$ cat src/rtl/ctl_mode_pkg.sv
// Package: shared types for the control mode selector.
// Assumes: the four states fit in two bits; the one-hot word is three bits wide.
package ctl_mode_pkg;
    typedef enum logic [1:0] {
        ST_UNDEC = 2'd0,
        ST_BUS2W = 2'd1,
        ST_SER4W = 2'd2,
        ST_BOOT  = 2'd3
    } mode_state_t;

    localparam int MODE_W = 3;
    localparam logic [MODE_W-1:0] MW_BUS2W = 3'b001;
    localparam logic [MODE_W-1:0] MW_SER4W = 3'b010;
    localparam logic [MODE_W-1:0] MW_BOOT  = 3'b100;
endpackage

$ cat src/rtl/cms_sync.sv
// Module: multi-flop synchronizer for one asynchronous pin.
// Assumes: STAGES >= 2; RST_VAL is the idle level of the pin.
module cms_sync #(
    parameter int   STAGES  = 2,
    parameter logic RST_VAL = 1'b0
) (
    input  logic clk,
    input  logic rst_n,
    input  logic d_i,
    output logic q_o
);
    logic [STAGES-1:0] chain;

    // Shift the pin value through the flop chain.
    always_ff @(posedge clk) begin
        if (!rst_n) chain <= {STAGES{RST_VAL}};
        else        chain <= {chain[STAGES-2:0], d_i};
    end

    assign q_o = chain[STAGES-1];
endmodule

$ cat src/rtl/cms_fall_counter.sv
// Module: counts falling edges of a synchronized level while enabled.
// Assumes: the input is already synchronized and idles high; PULSES >= 1.
// hit_o is high during the cycle in which the last needed fall is seen.
module cms_fall_counter #(
    parameter int PULSES = 3
) (
    input  logic clk,
    input  logic rst_n,
    input  logic en_i,
    input  logic lvl_i,
    output logic hit_o
);
    localparam int CNT_W = $clog2(PULSES + 1);
    localparam logic [CNT_W-1:0] LAST = CNT_W'(PULSES - 1);

    logic             lvl_q;
    logic [CNT_W-1:0] cnt;
    logic             fall;

    assign fall  = lvl_q & ~lvl_i;
    assign hit_o = en_i & fall & (cnt == LAST);

    // Remember the previous synchronized level for edge detection.
    always_ff @(posedge clk) begin
        if (!rst_n) lvl_q <= 1'b1;
        else        lvl_q <= lvl_i;
    end

    // Advance the fall count while counting is enabled, saturating at the target.
    always_ff @(posedge clk) begin
        if (!rst_n)                               cnt <= '0;
        else if (en_i && fall && cnt != LAST + 1) cnt <= cnt + 1'b1;
    end
endmodule

$ cat src/rtl/cms_mode_fsm.sv
// Module: mode decision state machine.
// Assumes: strap_i is static around reset release; hit_i comes from the fall counter.
// The strap is read only on the first edge after reset; the two terminal modes lock.
module cms_mode_fsm
    import ctl_mode_pkg::*;
(
    input  logic        clk,
    input  logic        rst_n,
    input  logic        strap_i,
    input  logic        hit_i,
    output mode_state_t state_o,
    output logic        count_en_o,
    output logic        load_req_o
);
    mode_state_t state, state_nx;

    // Next-state choice: strap decides once, pulse count may promote two-wire.
    always_comb begin
        state_nx = state;
        case (state)
            ST_UNDEC: state_nx = strap_i ? ST_BOOT : ST_BUS2W;
            ST_BUS2W: if (hit_i) state_nx = ST_SER4W;
            default:  state_nx = state;
        endcase
    end

    // State register.
    always_ff @(posedge clk) begin
        if (!rst_n) state <= ST_UNDEC;
        else        state <= state_nx;
    end

    // One-cycle load request raised on entry into self-boot.
    always_ff @(posedge clk) begin
        if (!rst_n) load_req_o <= 1'b0;
        else        load_req_o <= (state == ST_UNDEC) && strap_i;
    end

    assign state_o    = state;
    assign count_en_o = (state == ST_BUS2W);
endmodule

$ cat src/rtl/cms_pin_steer.sv
// Module: maps the mode state onto the one-hot word and the pin roles.
// Assumes: wb_s_i is the synchronized writeback pin.
module cms_pin_steer
    import ctl_mode_pkg::*;
(
    input  mode_state_t       state_i,
    input  logic              wb_s_i,
    output logic [MODE_W-1:0] mode_o,
    output logic              clk_pin_oe_o,
    output logic              data_od_en_o,
    output logic              dout_pp_en_o,
    output logic              wp_od_en_o,
    output logic              sdi_sel_o,
    output logic              wb_trig_o
);
    logic is_bus, is_ser, is_boot;

    // Decode the state into per-mode flags and the one-hot word.
    always_comb begin
        is_bus  = (state_i == ST_BUS2W);
        is_ser  = (state_i == ST_SER4W);
        is_boot = (state_i == ST_BOOT);
        mode_o  = '0;
        if (is_bus)  mode_o = MW_BUS2W;
        if (is_ser)  mode_o = MW_SER4W;
        if (is_boot) mode_o = MW_BOOT;
    end

    // Pin direction and driver-type selection per mode.
    always_comb begin
        clk_pin_oe_o = is_boot;
        data_od_en_o = is_bus | is_boot;
        dout_pp_en_o = is_ser;
        wp_od_en_o   = is_boot;
        sdi_sel_o    = is_ser;
        wb_trig_o    = is_boot & wb_s_i;
    end
endmodule

$ cat src/rtl/ctl_mode_select.sv
// Module: top of the control mode selector.
// Assumes: latch_i and wb_pin_i are asynchronous pins; strap_boot_i is a static strap.
// Chooses two-wire, four-wire or self-boot and steers the shared control pins.
module ctl_mode_select
    import ctl_mode_pkg::*;
#(
    parameter int SYNC_STAGES   = 2,
    parameter int SWITCH_PULSES = 3
) (
    input  logic              clk,
    input  logic              rst_n,
    input  logic              strap_boot_i,
    input  logic              latch_i,
    input  logic              wb_pin_i,
    output logic [MODE_W-1:0] mode_o,
    output logic              load_req_o,
    output logic              clk_pin_oe_o,
    output logic              data_od_en_o,
    output logic              dout_pp_en_o,
    output logic              wp_od_en_o,
    output logic              sdi_sel_o,
    output logic              wb_trig_o
);
    logic        latch_s, wb_s, hit, count_en;
    mode_state_t state;

    cms_sync #(.STAGES(SYNC_STAGES), .RST_VAL(1'b1)) u_latch_sync (
        .clk(clk), .rst_n(rst_n), .d_i(latch_i), .q_o(latch_s)
    );

    cms_sync #(.STAGES(SYNC_STAGES), .RST_VAL(1'b0)) u_wb_sync (
        .clk(clk), .rst_n(rst_n), .d_i(wb_pin_i), .q_o(wb_s)
    );

    cms_fall_counter #(.PULSES(SWITCH_PULSES)) u_count (
        .clk(clk), .rst_n(rst_n), .en_i(count_en), .lvl_i(latch_s), .hit_o(hit)
    );

    cms_mode_fsm u_fsm (
        .clk(clk), .rst_n(rst_n), .strap_i(strap_boot_i), .hit_i(hit),
        .state_o(state), .count_en_o(count_en), .load_req_o(load_req_o)
    );

    cms_pin_steer u_steer (
        .state_i(state), .wb_s_i(wb_s), .mode_o(mode_o),
        .clk_pin_oe_o(clk_pin_oe_o), .data_od_en_o(data_od_en_o),
        .dout_pp_en_o(dout_pp_en_o), .wp_od_en_o(wp_od_en_o),
        .sdi_sel_o(sdi_sel_o), .wb_trig_o(wb_trig_o)
    );
endmodule

$ cat config.mk
export PLATFORM = sky130hd
export DESIGN_NAME = ctl_mode_select
export DESIGN_NICKNAME = d
export VERILOG_FILES = /design/src/rtl/ctl_mode_pkg.sv /design/src/rtl/cms_sync.sv /design/src/rtl/cms_fall_counter.sv /design/src/rtl/cms_mode_fsm.sv /design/src/rtl/cms_pin_steer.sv /design/src/rtl/ctl_mode_select.sv
export SDC_FILE = /design/constraint.sdc
export NUM_CORES = 1
export LEC_CHECK = 0
export CAP_MARGIN = 20
export CELL_PAD_IN_SITES_DETAIL_PLACEMENT = 2
export CELL_PAD_IN_SITES_GLOBAL_PLACEMENT = 2
export CORE_AREA = 2 2 39 41
export DETAILED_ROUTE_END_ITERATION = 8
export DIE_AREA = 0 0 41 43
export DONT_BUFFER_PORTS = 1
export PLACE_DENSITY = 0.67
export SLEW_MARGIN = 0
export SYNTH_ARGS = -nofsm -noshare
export SYNTH_HDL_FRONTEND = slang
export SYNTH_SLANG_ARGS = --single-unit
$ cat constraint.sdc
create_clock -name clk -period 2.1 [get_ports clk]
set_input_delay 0.21 -clock clk [delete_from_list [all_inputs] [get_ports clk]]
set_output_delay 0.21 -clock clk [all_outputs]
set_load 0.02 [all_outputs]
==> results of run 1 <==
[registers in the layout, indices dropped and copies added, names as in the netlist]
name                count
u_count.cnt             2
u_wb_sync.chain         2
u_fsm.load_req_o        1
u_count.lvl_q           1
u_fsm.state_o           2
u_latch_sync.chain      2
[through the flow]
stage / utilization / instances / hold WS [ns] / instance area (um2) / power (W)
after floorplan: - / 44 / 0.311 / 430 / 0.000248
after global placement: 0.298 / 54 / 0.287 / 413 / 0.000243
after detailed placement: 0.298 / 54 / 0.288 / 413 / 0.000245
after global routing: 0.325 / 58 / 0.00690 / 449 / 0.000433
final: 0.325 / 58 / 0.0202 / 449 / 0.000412
after CTS: 0.325 / 58 / 0.00909 / 449 / 0.000421
[final cells by class]
cell class | instances | area [um2] | share of cell area
well taps | 16 | 20.0 | 0.0446
clock buffers | 4 | 36.3 | 0.0808
inverters | 3 | 11.3 | 0.0251
multi-input cells | 25 | 181 | 0.404
flip-flops and latches | 10 | 200 | 0.446
[synth_stat cells, types with 2 or more instances]
library cell	instances	area, um2
nand2_1	4	15.0
mux2i_1	2	20.0
and2_1	2	12.5
ha_1	2	25.0
nand2b_1	4	25.0
a21oi_1	2	10.0
inv_1	3	11.3
clkbuf_1	2	7.51
buf_4	4	30.0
dfxtp_1	10	200
[cell families (layout without fill, tap and decap cells)]
| family | Yosys count | after routing | synth area share |
|---|---|---|---|
| AND/OR/NAND/NOR | 18 | 18 | 0.273 |
| flip-flops | 10 | 10 | 0.465 |
| buffers and inverters | 9 | 7 | 0.113 |
| AO/OA/AOI/OAI | 3 | 3 | 0.0436 |
| adder cells (fa/ha/maj) | 2 | 2 | 0.0581 |
| multiplexers | 2 | 2 | 0.0465 |
[path summary, 6_finish.rpt]
kind                      endpoint             startpoint  slack (ns)
max                   clk_pin_oe_o       u_fsm.state_o[0]        0.66
min          u_latch_sync.chain[0]                  rst_n        0.02
max reg2reg         u_count.cnt[0]       u_fsm.state_o[0]        0.70
min reg2reg  u_latch_sync.chain[1]  u_latch_sync.chain[0]        0.42
[per-layer routing]
metal | share of wire | GRT usage | wire length [um] | vias up
met1 | 0.37 | 0.101 | 277 | 127
met2 | 0.57 | 0.178 | 421 | 6
met3 | 0.060 | 0.0366 | 45 | 0
li1 | - | - | - | 133
met4 | 0 | 0.0400 | 0 | 0
met5 | 0 | 0 | 0 | -
[power groups by stage]
stage,Clock [W],Sequential [W],Combinational [W]
5_1_grt,0.000189,0.000210,0.0000341
3_5_place_dp,0,0.000213,0.0000322
4_1_cts,0.000180,0.000209,0.0000322
2_1_floorplan,0,0.000209,0.0000393
6_report,0.000173,0.000208,0.0000314
3_3_place_gp,0,0.000212,0.0000304
==> metrics.txt, run 1 <==
status complete, no violations; relative slew slack 0.750; critical path buffer and inverter count 0; startpoint types flop; Worst-Skew Late Latency 0.26 ns; Seq/Total Area, Yosys 0.465; Synth Area per Inst 9.78 um2; CTS resizes 0; critical path's slowest cell dfxtp_1; clock root buffer clkbuf_4; Worst path max stage delay 0.55 ns; clk sinks 10; yosys warns 0; worst hold stages 1; CTS H-tree lvls 1; Peak VDD IR 0.000273 V; iteration-0 DRC count of the detailed router 0; vias 266; max-cap viol count 0; critical path arrival 1.23 ns; Sum Neg Setup Slack 0 ns; Hold WC Path Type in2reg; clock skew 0.00102 ns; Total Routing Usage GR 0.102; postcts setup bufs 0; worst-path maximum fanout 8; worst slew pin tran 0.374 ns; most common cell after layout, fill and taps aside dfxtp_1; post-route clock period utilization 0.687; Starting Density 0.311; critical path depth 1; DRT Pass-1 Iters 1; Ports 15; first-pass GRT wire length 1.22 mm; Slew Limit Fails 0; fill cell count 157; Hold Fails Final Rpt 0; PwrDens 918 mW/mm2; Diodes inserted 0; IO buf count 0; Site Rows 14; Syn Nets 51; initial antenna violation count 0; critical path class reg2out; Seq cells post-synth 10; share of cells above drive strength 1 0.214; final setup margin 0.657 ns; WL per Instance 12.8 um; Die X 41 um; switching power total 0.0000975 W; static leakage 0.196 nW; synth unique cells 19; detailed-route DRC error count 0; Core Area 0.00138 mm2; dominant synthesized flop cell dfxtp_1; vias in the first global route 307; mapped cell area 430 um2; Worst EP required 1.89 ns; GRT overflow 0; minimum clock period 1.44 ns; combinational fraction of design power 0.076; CP endpoint kind output port; Crit path max-delay family flip-flops; pre-CTS setup slack 0.673 ns; r2r worst-path depth 3; most frequent cells in the layout dfxtp_1, nand2b_1, nand2_1; vias per cell 4.59; RSZ-0062 raised after global routing no; hold_buf cts 0; detailed placer's ending HPWL 605 um; number of nets in the layout 50; ANT nets after route 0; Post-synth EDFFs 0; Die Ht 43 um; CTS tree done; Max Freq 693 MHz; clock power share 0.419; Async S/R FF share, synth 0; die area 0.00176 mm2; Mapped Cells 44; gp weighted congestion 0.677; largest net degree at the start of global routing 12; worst path cell trace and2_2; clk slew on worst S/H paths 0.07 ns; sw frac 0.237; CTS Buf Count 3; P_int 0.000315 W; Final setup viols 0; Detailed Route WL 744 um; Area Growth Syn to Fin 4.36%; CTS Buffer Depth 2; Flop pwr share 0.505
Note: power is estimated with default switching activity, not from simulation.
==> inputs of run 2 (changes only) <==
--- a/config.mk
+++ b/config.mk
@@ -8,11 +8,11 @@
 export CAP_MARGIN = 20
 export CELL_PAD_IN_SITES_DETAIL_PLACEMENT = 2
 export CELL_PAD_IN_SITES_GLOBAL_PLACEMENT = 2
-export CORE_AREA = 2 2 39 41
+export CORE_MARGIN = 2
+export CORE_UTILIZATION = 32
 export DETAILED_ROUTE_END_ITERATION = 8
-export DIE_AREA = 0 0 41 43
 export DONT_BUFFER_PORTS = 1
-export PLACE_DENSITY = 0.67
+export PLACE_DENSITY = 0.66
 export SLEW_MARGIN = 0
 export SYNTH_ARGS = -nofsm -noshare
 export SYNTH_HDL_FRONTEND = slang
==> constraint.sdc (replaced) <==
create_clock -name clk -period 1.48 [get_ports clk]
set_input_delay 0.148 -clock clk [delete_from_list [all_inputs] [get_ports clk]]
set_output_delay 0.148 -clock clk [all_outputs]
set_load 0.02 [all_outputs]
==> run 2 against run 1 <==
  * Sequential share of layout area decreased by 4.0 points
  * Sequential power up 41%
  * Final cell count rose by 6.9%
  * Critical path type unchanged
  * Design area grew 9.7%
  * Die area fell by 6.2%
==> metrics.txt, run 2 (synthesis gave the netlist of run 1 again) <==
status complete, no violations; R2R setup slack 0.28 ns; ANT nets after route 0; final cell count without fillers 62; Flop pwr share 0.492; CTS Buf Count 3; clk slew on worst S/H paths 0.07 ns; fin util 0.384; detailed-route DRC error count 0; IO buf count 0; P_int 0.000456 W; Critical R2R Capture u_count.cnt[1]; PwrDens 1210 mW/mm2; Peak VDD IR 0.000381 V; Detailed Route WL 741 um; most common cell after layout, fill and taps aside dfxtp_1; critical path class reg2out; switching power total 0.000139 W; Max Freq 781 MHz; Site Rows 13; detailed placer's ending HPWL 577 um; share of cells above drive strength 1 0.234; critical path buffer and inverter count 1; Starting Density 0.335; sw frac 0.233; Area Growth Syn to Fin 14.5%; first-pass GRT wire length 1.08 mm; WL per Instance 12.0 um; worst setup path end dout_pp_en_o; worst slew pin tran 0.312 ns; max-cap viol count 0; r2r worst-path depth 3; CTS tree done; vias in the first global route 294; startpoint types flop; CP endpoint kind output port; GRT overflow 0; Hold WC Path Type in2reg; critical path arrival 1.13 ns; Worst path max stage delay 0.43 ns; CTS resizes 0; Worst EP required 1.33 ns; Diodes inserted 0; Die X 40.7 um; gp weighted congestion 0.639; iteration-0 DRC count of the detailed router 0; initial antenna violation count 0; largest net degree at the start of global routing 10; reg-to-reg startpoint u_fsm.state_o[0]; most frequent cells in the layout dfxtp_1, nand2b_1, nand2_1; fill cell count 143; CTS H-tree lvls 1; post-route clock period utilization 0.866; Worst-Skew Late Latency 0.26 ns; worst path cell trace and2b_2 > buf_4; Hold Fails Final Rpt 0; DRT Pass-1 Iters 1; clock root buffer clkbuf_4; Final setup viols 0; Die Ht 40.7 um; Ports 15; Hold Slack 0.00500 ns; die area 0.00165 mm2; Sum Neg Setup Slack 0 ns; number of nets in the layout 55; Core Area 0.00128 mm2; Crit path max-delay family flip-flops; crit path launch u_fsm.state_o[0]; clock skew 0.00193 ns; clk sinks 10; critical path depth 2; vias 285; vias per cell 4.60; RSZ-0062 raised after global routing no; Slew Limit Fails 0; worst-path maximum fanout 8; CTS Buffer Depth 2; Total Routing Usage GR 0.101; static leakage 0.218 nW; minimum clock period 1.28 ns; Placed Cells 55; combinational fraction of design power 0.099; critical path's slowest cell dfxtp_1; clock power share 0.409; relative slew slack 0.793
## run 2: cell count changes in the layout (fill, tap and decap cells not counted)
cell / previous run / this run
dlygate4sd3_1: 0 / 3
buf_4: 0 / 2
## run 2: area by class of cell
type | count | area, um2 | share of cell area
Clock buffer | 4 | 36.3 | 0.0736
Inverter | 3 | 11.3 | 0.0228
Multi-Input combinational cell | 25 | 181 | 0.368
Sequential cell | 10 | 200 | 0.406
Tap cell | 15 | 18.8 | 0.0381
Timing Repair Buffer | 5 | 45.0 | 0.0914
## run 2: stage by stage
stage / total power, W / cell area, um2 / setup slack [ns]
floorplan: 0.000352 / 430 / 0.396
global placement: 0.000350 / 427 / 0.308
detailed placement: 0.000353 / 427 / 0.255
CTS: 0.000604 / 483 / 0.174
global route: 0.000631 / 493 / 0.119
finish: 0.000595 / 493 / 0.199
## run 2: metal layers
metal,part of all wire,vias up,track usage
met5,0,-,0
met4,0,0,0.0500
met3,0.076,0,0.0326
met2,0.54,8,0.198
met1,0.38,137,0.0891
li1,-,140,-
## run 2: power groups by stage
stage,Sequential [W],Combinational [W],Clock [W]
2_1_floorplan,0.000297,0.0000558,0
3_3_place_gp,0.000298,0.0000517,0
3_5_place_dp,0.000300,0.0000532,0
4_1_cts,0.000293,0.0000581,0.000253
5_1_grt,0.000295,0.0000647,0.000271
6_report,0.000293,0.0000591,0.000243
## run 2: timing repair
action | in CTS | in global routing
hold buffers | 2 | 1
buffers inserted | 0 | 0
hold endpoints to repair | 3 | 1
## run 2: worst min path at each step
stage / start / endpoint / slack [ns] / cells after the start
global placement: rst_n / u_latch_sync.chain[1] / 0.22 / 1
detailed placement: rst_n / u_count.lvl_q / 0.23 / 1
finish: strap_boot_i / u_fsm.load_req_o / 0.005 / 2
floorplan: latch_i / u_latch_sync.chain[0] / 0.25 / 1
CTS: strap_boot_i / u_fsm.load_req_o / 0.0004 / 2
global route: wb_pin_i / u_wb_sync.chain[0] / 0.001 / 1
==> inputs of run 3 (changes only) <==
--- a/config.mk
+++ b/config.mk
@@ -9,10 +9,11 @@
 export CELL_PAD_IN_SITES_DETAIL_PLACEMENT = 2
 export CELL_PAD_IN_SITES_GLOBAL_PLACEMENT = 2
 export CORE_MARGIN = 2
-export CORE_UTILIZATION = 32
+export CORE_UTILIZATION = 30
 export DETAILED_ROUTE_END_ITERATION = 8
 export DONT_BUFFER_PORTS = 1
-export PLACE_DENSITY = 0.66
+export PLACE_DENSITY = 0.63
+export SETUP_SLACK_MARGIN = 0.02
 export SLEW_MARGIN = 0
 export SYNTH_ARGS = -nofsm -noshare
 export SYNTH_HDL_FRONTEND = slang
==> constraint.sdc (replaced) <==
create_clock -name clk -period 1.48 [get_ports clk]
set_input_delay 0.296 -clock clk [delete_from_list [all_inputs] [get_ports clk]]
set_output_delay 0.296 -clock clk [all_outputs]
set_load 0.02 [all_outputs]
==> run 3 against run 2 <==
  * Clock power decreased by 2%
  * Combinational power down 9.5%
  * Flip-flop and latch count unchanged
  * Worst setup slack worse by 0.066 ns
  * First-iteration DRC count unchanged
  * Clock skew grew 0.0039 ns
  * Power down 1.7%
  * Critical path type unchanged
  * Largest cell class unchanged
  * Die area up 6.0%
  * Non-clock buffer count is 4 lower
==> metrics.txt, run 3 (synthesis gave the netlist of run 1 again) <==
status complete, no violations; Max Freq 742 MHz; CTS resizes 0; fill cell count 139; most frequent cells in the layout dfxtp_1, nand2b_1, nand2_1; vias 269; first-pass GRT wire length 1.18 mm; static leakage 0.200 nW; Slew Limit Fails 0; vias in the first global route 288; CTS tree done; detailed placer's ending HPWL 563 um; worst slew pin tran 0.247 ns; DRT Pass-1 Iters 1; Detailed Route WL 707 um; Diodes inserted 0; WL per Instance 12.2 um; Die X 41.9 um; Sum Neg Setup Slack 0 ns; number of nets in the layout 51; IO buf count 0; critical path buffer and inverter count 0; Worst-Skew Late Latency 0.26 ns; Reg area 200 um2; Ports 15; post-route clock period utilization 0.910; worst-path maximum fanout 6; clock root buffer clkbuf_4; Worst EP required 1.18 ns; CTS Buf Count 3; max-cap viol count 0; most common cell after layout, fill and taps aside dfxtp_1; detailed-route DRC error count 0; Site Rows 13; Worst path max stage delay 0.46 ns; Post-DP Area 419 um2; iteration-0 DRC count of the detailed router 0; clock skew 0.00579 ns; final setup margin 0.133 ns; worst path cell trace and2b_4; vias per cell 4.64; Total Routing Usage GR 0.0878; die area 0.00175 mm2; post-route cell area 458 um2; Crit path max-delay family flip-flops; PwrDens 1280 mW/mm2; RSZ-0062 raised after global routing no; Hold Fails Final Rpt 0; GRT overflow 0; Final setup viols 0; multi-input gate area in the final layout 184 um2; clk sinks 10; CTS Buffer Depth 2; Hold WC Path Type in2reg; CP endpoint kind output port; share of cells above drive strength 1 0.233; startpoint types flop; pre-CTS setup slack 0.313 ns; Area Growth Syn to Fin 6.40%; largest net degree at the start of global routing 12; critical path's slowest cell dfxtp_1; initial antenna violation count 0; critical path class reg2out; relative slew slack 0.835; Peak VDD IR 0.000599 V; minimum clock period 1.35 ns; Starting Density 0.327; Core Area 0.00132 mm2; Die Ht 41.9 um; gp weighted congestion 0.723; Hold Slack 0.110 ns; hold_buf cts 0; postcts setup bufs 0; critical path arrival 1.05 ns; clk slew on worst S/H paths 0.07 ns; CTS H-tree lvls 1; ANT nets after route 0
-- run 3: cell types whose count changed in the layout (fill, tap and decap cells not counted), sizes merged --
cell	previous run	this run
buf	2	1
dlygate4sd3	3	0
-- run 3: stage by stage --
step           total power [W]  instances   util
6_report              0.000585         58  0.348
5_1_grt               0.000625         58  0.348
4_1_cts               0.000594         58  0.346
3_5_place_dp          0.000351         54  0.318
3_3_place_gp          0.000348         54  0.318
2_1_floorplan         0.000352         44      -
-- run 3: layout make-up --
cell class                      count  area share
Inverter                            3      0.0246
Tap cell                           15      0.0410
Clock buffer                        4      0.0792
Timing Repair Buffer                1      0.0164
Multi-Input combinational cell     25       0.402
Sequential cell                    10       0.437
-- run 3: where the power goes --
part	switching (W)	leakage (nW)	internal, W
clock	0.0000901	0.0210	0.000149
sequential	0.0000110	0.0824	0.000281
combinational	0.0000329	0.0969	0.0000206
-- run 3: per-layer routing --
layer | GRT usage | vias to the layer above | share of wire
met2 | 0.169 | 9 | 0.45
met5 | 0 | - | 0
met4 | 0.0194 | 0 | 0
li1 | - | 132 | -
met3 | 0.0478 | 0 | 0.096
met1 | 0.0787 | 128 | 0.45
-- run 3: path summary, 6_finish.rpt --
check | start | to | slack (ns) | cells after the start
max | u_fsm.state_o[1] | sdi_sel_o | 0.13 | 1
min | rst_n | u_latch_sync.chain[1] | 0.11 | 1
max reg2reg | u_fsm.state_o[0] | u_count.cnt[0] | 0.30 | 3
min reg2reg | u_latch_sync.chain[0] | u_latch_sync.chain[1] | 0.42 | 1
